`config.mk`:
```
export PLATFORM = sky130hd
export DESIGN_NAME = trig_pwm_gen
export DESIGN_NICKNAME = d
export VERILOG_FILES = /design/src/rtl/pwm_pkg.sv /design/src/rtl/pwm_trig_sync.sv /design/src/rtl/pwm_prescaler.sv /design/src/rtl/pwm_regs.sv /design/src/rtl/trig_pwm_gen.sv
export SDC_FILE = /design/constraint.sdc
export NUM_CORES = 1
export LEC_CHECK = 0
export ABC_CLOCK_PERIOD_IN_PS = 5580
export BUFFER_PORTS_ARGS = -buffer_cell sky130_fd_sc_hd__buf_2
export CORE_MARGIN = 1.5
export CORE_UTILIZATION = 24
export DETAILED_ROUTE_END_ITERATION = 6
export PLACE_DENSITY = 0.37
export REMOVE_ABC_BUFFERS = 1
export SYNTH_ARGS = -nofsm -noshare
export SYNTH_HDL_FRONTEND = slang
export SYNTH_SLANG_ARGS = --single-unit
```
`constraint.sdc`:
```
create_clock -name clk -period 5.58 [get_ports clk]
set_input_delay 1.395 -clock clk [delete_from_list [all_inputs] [get_ports clk]]
set_output_delay 1.395 -clock clk [all_outputs]
set_load 0.02 [all_outputs]
```
`src/rtl/pwm_pkg.sv`:
```
package pwm_pkg;
    typedef enum logic {
        ST_IDLE = 1'b0,
        ST_RUN  = 1'b1
    } pwm_state_e;

    typedef enum logic [1:0] {
        SEL_CYCLE = 2'b00,
        SEL_DUTY  = 2'b01,
        SEL_CTRL  = 2'b10,
        SEL_NONE  = 2'b11
    } reg_sel_e;

    // packed MSB first: pol=bit5, div_sel=4:3, edge_sel=2:1, stop=bit0
    typedef struct packed {
        logic       pol;
        logic [1:0] div_sel;
        logic [1:0] edge_sel;
        logic       stop;
    } ctrl_t;

    localparam int CTRL_W = $bits(ctrl_t);
endpackage

```
`src/rtl/pwm_trig_sync.sv`:
```
module pwm_trig_sync #(
    parameter int STAGES = 2
) (
    input  logic       clk,
    input  logic       rst_n,
    input  logic       ext_in,
    input  logic [1:0] edge_sel,
    output logic       hit
);
    logic [STAGES-1:0] sync_q;
    logic              last_q;
    logic              rise, fall;

    always_ff @(posedge clk or negedge rst_n) begin
        if (!rst_n) begin
            sync_q <= '0;
            last_q <= 1'b0;
        end else begin
            sync_q <= {sync_q[STAGES-2:0], ext_in};
            last_q <= sync_q[STAGES-1];
        end
    end

    assign rise = sync_q[STAGES-1] & ~last_q;
    assign fall = ~sync_q[STAGES-1] & last_q;
    assign hit  = (edge_sel[0] & rise) | (edge_sel[1] & fall);
endmodule

```
`src/rtl/pwm_prescaler.sv`:
```
module pwm_prescaler #(
    parameter int SEL_W = 2
) (
    input  logic             clk,
    input  logic             rst_n,
    input  logic             clr,
    input  logic             tick_in,
    input  logic [SEL_W-1:0] div_sel,
    output logic             adv
);
    localparam int PCW = (1 << SEL_W) - 1;

    logic [PCW-1:0] div_q;
    logic [PCW:0]   span;
    logic           last;

    assign span = {{PCW{1'b0}}, 1'b1} << div_sel;
    assign last = ({1'b0, div_q} == (span - 1'b1));
    assign adv  = tick_in && last && !clr;

    always_ff @(posedge clk or negedge rst_n) begin
        if (!rst_n) begin
            div_q <= '0;
        end else if (clr) begin
            div_q <= '0;
        end else if (tick_in) begin
            div_q <= last ? '0 : div_q + 1'b1;
        end
    end
endmodule

```
`src/rtl/pwm_regs.sv`:
```
module pwm_regs
    import pwm_pkg::*;
#(
    parameter int CNT_W = 12
) (
    input  logic             clk,
    input  logic             rst_n,
    input  logic             wr_en,
    input  logic [1:0]       wr_sel,
    input  logic [CNT_W-1:0] wr_data,
    input  logic             wr_thru,
    input  logic             load,
    output logic [CNT_W-1:0] cyc_buf,
    output logic [CNT_W-1:0] duty_buf,
    output logic [CNT_W-1:0] cyc_act,
    output logic [CNT_W-1:0] duty_act,
    output ctrl_t            ctrl
);
    logic wr_cyc, wr_duty, wr_ctrl;

    assign wr_cyc  = wr_en && (reg_sel_e'(wr_sel) == SEL_CYCLE);
    assign wr_duty = wr_en && (reg_sel_e'(wr_sel) == SEL_DUTY);
    assign wr_ctrl = wr_en && (reg_sel_e'(wr_sel) == SEL_CTRL);

    always_ff @(posedge clk or negedge rst_n) begin
        if (!rst_n) begin
            cyc_buf  <= '0;
            duty_buf <= '0;
            cyc_act  <= '0;
            duty_act <= '0;
            ctrl     <= '0;
        end else begin
            if (load) begin
                cyc_act  <= cyc_buf;
                duty_act <= duty_buf;
            end
            if (wr_cyc) begin
                cyc_buf <= wr_data;
                if (wr_thru) cyc_act <= wr_data;
            end
            if (wr_duty) begin
                duty_buf <= wr_data;
                if (wr_thru) duty_act <= wr_data;
            end
            if (wr_ctrl) ctrl <= ctrl_t'(wr_data[CTRL_W-1:0]);
        end
    end
endmodule

```
`src/rtl/trig_pwm_gen.sv`:
```
module trig_pwm_gen
    import pwm_pkg::*;
#(
    parameter int CNT_W       = 12,
    parameter int SYNC_STAGES = 2
) (
    input  logic             clk,
    input  logic             rst_n,
    input  logic             wr_en,
    input  logic [1:0]       wr_sel,
    input  logic [CNT_W-1:0] wr_data,
    input  logic             pre_tick,
    input  logic             sw_trig,
    input  logic             ext_trig,
    output logic             pwm_out
);
    pwm_state_e       state_q, state_d;
    logic [CNT_W-1:0] cnt_q, cnt_d;
    logic [CNT_W-1:0] cyc_buf, duty_buf, cyc_act, duty_act, duty_nxt;
    ctrl_t            ctrl;
    logic             act_q, act_d;
    logic             ext_hit, start, boundary, load, adv, wr_thru, pre_clr;

    pwm_regs #(.CNT_W(CNT_W)) u_regs (
        .clk(clk), .rst_n(rst_n), .wr_en(wr_en), .wr_sel(wr_sel),
        .wr_data(wr_data), .wr_thru(wr_thru), .load(load),
        .cyc_buf(cyc_buf), .duty_buf(duty_buf), .cyc_act(cyc_act),
        .duty_act(duty_act), .ctrl(ctrl)
    );

    pwm_trig_sync #(.STAGES(SYNC_STAGES)) u_sync (
        .clk(clk), .rst_n(rst_n), .ext_in(ext_trig),
        .edge_sel(ctrl.edge_sel), .hit(ext_hit)
    );

    pwm_prescaler #(.SEL_W(2)) u_pre (
        .clk(clk), .rst_n(rst_n), .clr(pre_clr), .tick_in(pre_tick),
        .div_sel(ctrl.div_sel), .adv(adv)
    );

    assign wr_thru  = (state_q == ST_IDLE) || ctrl.stop;
    assign start    = !ctrl.stop && (sw_trig || ext_hit);
    assign boundary = (state_q == ST_RUN) && !ctrl.stop && !start && adv
                      && (cnt_q == cyc_act);
    assign load     = start || boundary;
    assign pre_clr  = (state_d != ST_RUN) || start;
    assign duty_nxt = load ? duty_buf : duty_act;

    // next-state logic
    always_comb begin
        state_d = state_q;
        unique case (state_q)
            ST_IDLE: state_d = start ? ST_RUN : ST_IDLE;
            ST_RUN:  state_d = ctrl.stop ? ST_IDLE : ST_RUN;
            default: state_d = ST_IDLE;
        endcase
    end

    always_comb begin
        if (state_d == ST_IDLE || start || boundary) cnt_d = '0;
        else if (adv)                                 cnt_d = cnt_q + 1'b1;
        else                                          cnt_d = cnt_q;
    end

    // state register
    always_ff @(posedge clk or negedge rst_n) begin
        if (!rst_n) begin
            state_q <= ST_IDLE;
            cnt_q   <= '0;
        end else begin
            state_q <= state_d;
            cnt_q   <= cnt_d;
        end
    end

    // output process
    assign act_d = (state_d == ST_RUN) && (cnt_d < duty_nxt);

    always_ff @(posedge clk or negedge rst_n) begin
        if (!rst_n) act_q <= 1'b0;
        else        act_q <= act_d;
    end

    assign pwm_out = act_q ^ ctrl.pol;


    idle_inactive_chk: assert property (@(posedge clk) disable iff (!rst_n)
        (state_q == ST_IDLE) |-> !act_q);


    zero_duty_chk: assert property (@(posedge clk) disable iff (!rst_n)
        (state_q == ST_RUN && duty_act == '0) |-> !act_q);


    full_duty_chk: assert property (@(posedge clk) disable iff (!rst_n)
        (state_q == ST_RUN && duty_act > cyc_act) |-> act_q);


    hold_active_chk: assert property (@(posedge clk) disable iff (!rst_n)
        (state_q == ST_RUN && !load && !wr_thru) |=> ($stable(cyc_act) && $stable(duty_act)));


    count_hold_chk: assert property (@(posedge clk) disable iff (!rst_n)
        (state_q == ST_RUN && !adv && !start && !ctrl.stop) |=> $stable(cnt_q));


    count_range_chk: assert property (@(posedge clk) disable iff (!rst_n)
        (state_q == ST_RUN) |-> (cnt_q <= cyc_act));


    stop_idle_chk: assert property (@(posedge clk) disable iff (!rst_n)
        ctrl.stop |=> (state_q == ST_IDLE));
endmodule

```
==> qor.yml <==
holdBufCountCts: 0
hold_viol_final: 0
dr.pass1.iters: 6
synth_edf_count: 0
async_reset_ff_share_pct: 100
cts_setup_buffers: 0
cts.sinks: 74
clkTransAtPathRegs_ns: 0.05
maxCapViolCount: 0
rsz0062_at_grt: "no"
start_util_pct: 24.9
clockRootBuffer: "clkbuf_16"
avgSynthCellArea_um2: 11.4
overflow: 0
viasPerCell: 4.50
cp.arrival_ns: 4.51
ys_warn_count: 0
peakVddDrop_mv: 0.106
critical_path_class: "in2reg"
setup_viol: 0
tns_ns: 0
slew_viol_final: 0
coreArea_mm2: 0.0146
pwr_density_cell_mw_per_mm2: 383
skew_ns: 0.00923
first_iter_violations: 80
routed_wl_um: 8680
cp.required_ns: 5.85
dpl.hpwl_um: 6030
worst_pin_slew_ns: 1.06
min_period_over_period_pct: 75.9
grt_pass1_wl_um: 14400
grt_usage_pct: 12.1
grt_max_degree: 75
cp-start-kind: "input port"
fin_crit_ns: 4.24
gp_congestion: 0.780
diodes: 0
final_nets: 377
cts_buffers: 9
layout-drive-gt1-share_pct: 21.2
crit_fanout: 4
ys_ff_latch: 74
max_freq_mhz: 236
max_slew_margin_pct: 29.2
die_y_um: 126
die-area_mm2: 0.0159
hp-class: "reg2reg"
synthCells: 319
hold_slack_ns: 0.347
end_kind: "flip-flop"
grt_pass1_vias: 2542
ioPinCount: 21
die_x_um: 126
synth_flop_cell: "dfrtp_1"
rows: 44
cts_buffer_depth: 2
grt_antenna_before_repair: 0
wire_per_inst_um: 16.3
cts.repair.resized: 0
cts_tree: "yes"
ys_seq_area_share_pct: 50.9
synth_cell_types: 43
areaGrowthSynthToFinish_pct: 17.1
p_leak_nw: 1.91
clk_latency_ns: 0.34
status: "finished clean"
num_vias: 2399
h-tree-depth: 3
ant_nets: 0
port_buffers: 20
syn_area_mm2: 0.00364
drc: 0
==> placed cells by master, fill, tap and decap left out, types with 7 or more instances in the layout <==
| master | count |
|---|---|
| mux2i_1 | 25 |
| nor2_1 | 26 |
| xnor2_1 | 15 |
| xor2_1 | 8 |
| inv_1 | 7 |
| ha_1 | 13 |
| buf_2 | 19 |
| clkbuf_16 | 9 |
| nand2_1 | 26 |
| nand4_1 | 9 |
| nand3_1 | 7 |
| mux2_2 | 30 |
| a21oi_1 | 17 |
| dfrtp_1 | 74 |
| o21ai_1 | 13 |
==> state kept, by name, indices dropped and copies added, names as in the netlist <==
| signal | cells |
|---|---|
| u_regs.cyc_buf | 12 |
| u_sync.sync_q | 2 |
| state_q | 1 |
| cnt_q | 12 |
| u_regs.ctrl | 6 |
| act_q | 1 |
| u_regs.duty_buf | 12 |
| u_regs.duty_act | 12 |
| u_pre.div_q | 3 |
| u_regs.cyc_act | 12 |
| u_sync.last_q | 1 |
==> cell families (layout without fill, tap and decap cells) <==
logic type | Yosys count | in the layout | synth area share, %
buffers and inverters | 18 | 48 | 2.17
adder cells (fa/ha/maj) | 13 | 13 | 4.47
XOR/XNOR | 23 | 23 | 5.53
AO/OA/AOI/OAI | 44 | 44 | 8.08
AND/OR/NAND/NOR | 92 | 92 | 12.7
multiplexers | 55 | 55 | 16.2
flip-flops | 74 | 74 | 50.9
==> worst paths after layout <==
check	from	to	slack, ns	cells past startpoint
max	sw_trig	act_q	1.34	14
min	u_sync.sync_q[0]	u_sync.sync_q[1]	0.35	0
max reg2reg	u_pre.div_q[1]	act_q	1.89	13
min reg2reg	u_sync.sync_q[0]	u_sync.sync_q[1]	0.35	0
max in group asynchronous	rst_n	u_regs.duty_act[5]	3.71	1
min in group asynchronous	rst_n	u_regs.duty_buf[11]	1.21	1
==> cells in the mapped netlist, types with 2 or more instances <==
cell type / n / share of area, %
dfrtp_1: 74 / 51
mux2_2: 30 / 9.3
nand2_1: 26 / 2.7
nor2_1: 26 / 2.7
mux2i_1: 25 / 6.9
a21oi_1: 17 / 2.3
xnor2_1: 15 / 3.6
ha_1: 13 / 4.5
o21ai_1: 13 / 1.8
nand4_1: 9 / 1.5
clkbuf_1: 8 / 0.83
xor2_1: 8 / 1.9
inv_1: 7 / 0.72
nand3_1: 7 / 0.96
nand3b_1: 5 / 1.0
and3_1: 3 / 0.52
nor3_1: 3 / 0.41
and2_1: 2 / 0.34
nand2b_1: 2 / 0.34
nor3b_1: 2 / 0.41
o211ai_1: 2 / 0.41
==> critical path: stages <==
cell and delay (ns):
buf_2 0.11, nor3b_1 0.27, nand4_1 0.23, a2111oi_2 0.65, nand4_1 0.22, xor2_1 0.19
nor2_1 0.13, ha_1 0.29, nand2_1 0.08, nor3_1 0.06, a221o_1 0.30, a311oi_1 0.31
nand4_1 0.13, o21ai_1 0.13
==> cell type report <==
class	count	area [um^2]
clock buffers	14	264
multi-input cells	227	1710
flip-flops and latches	74	1850
clock inverters	2	35.0
fillers	1527	10400
well taps	184	230
inverters	7	26.3
repair buffers	25	140
==> per-layer routing <==
layer | global-route usage [%] | wire (um) | up-vias
met5 | 0 | 0 | -
met4 | 6.09 | 201 | 0
met3 | 2.89 | 205 | 12
met2 | 17.7 | 3810 | 25
met1 | 16.7 | 4460 | 1175
li1 | - | - | 1187
==> through the flow <==
| stage | cell area, um^2 | setup WS [ns] | total power, mW | util [%] | cells |
|---|---|---|---|---|---|
| 2_1_floorplan | 3590 | 1.59 | 0.941 | - | 308 |
| 3_3_place_gp | 3960 | 1.07 | 1.06 | 27.1 | 517 |
| 3_5_place_dp | 3960 | 0.974 | 1.06 | 27.1 | 517 |
| 4_1_cts | 4260 | 1.34 | 1.66 | 29.1 | 533 |
| 5_1_grt | 4260 | 1.03 | 1.73 | 29.1 | 533 |
| 6_report | 4260 | 1.34 | 1.63 | 29.1 | 533 |
==> power breakdown <==
part	switching, mW	total (mW)	internal [mW]
registers	0.0632	0.713	0.650
clock network	0.221	0.591	0.370
logic	0.173	0.328	0.155
total	0.457	1.63	1.18
No activity file was read; power rests on OpenSTA's default activity.
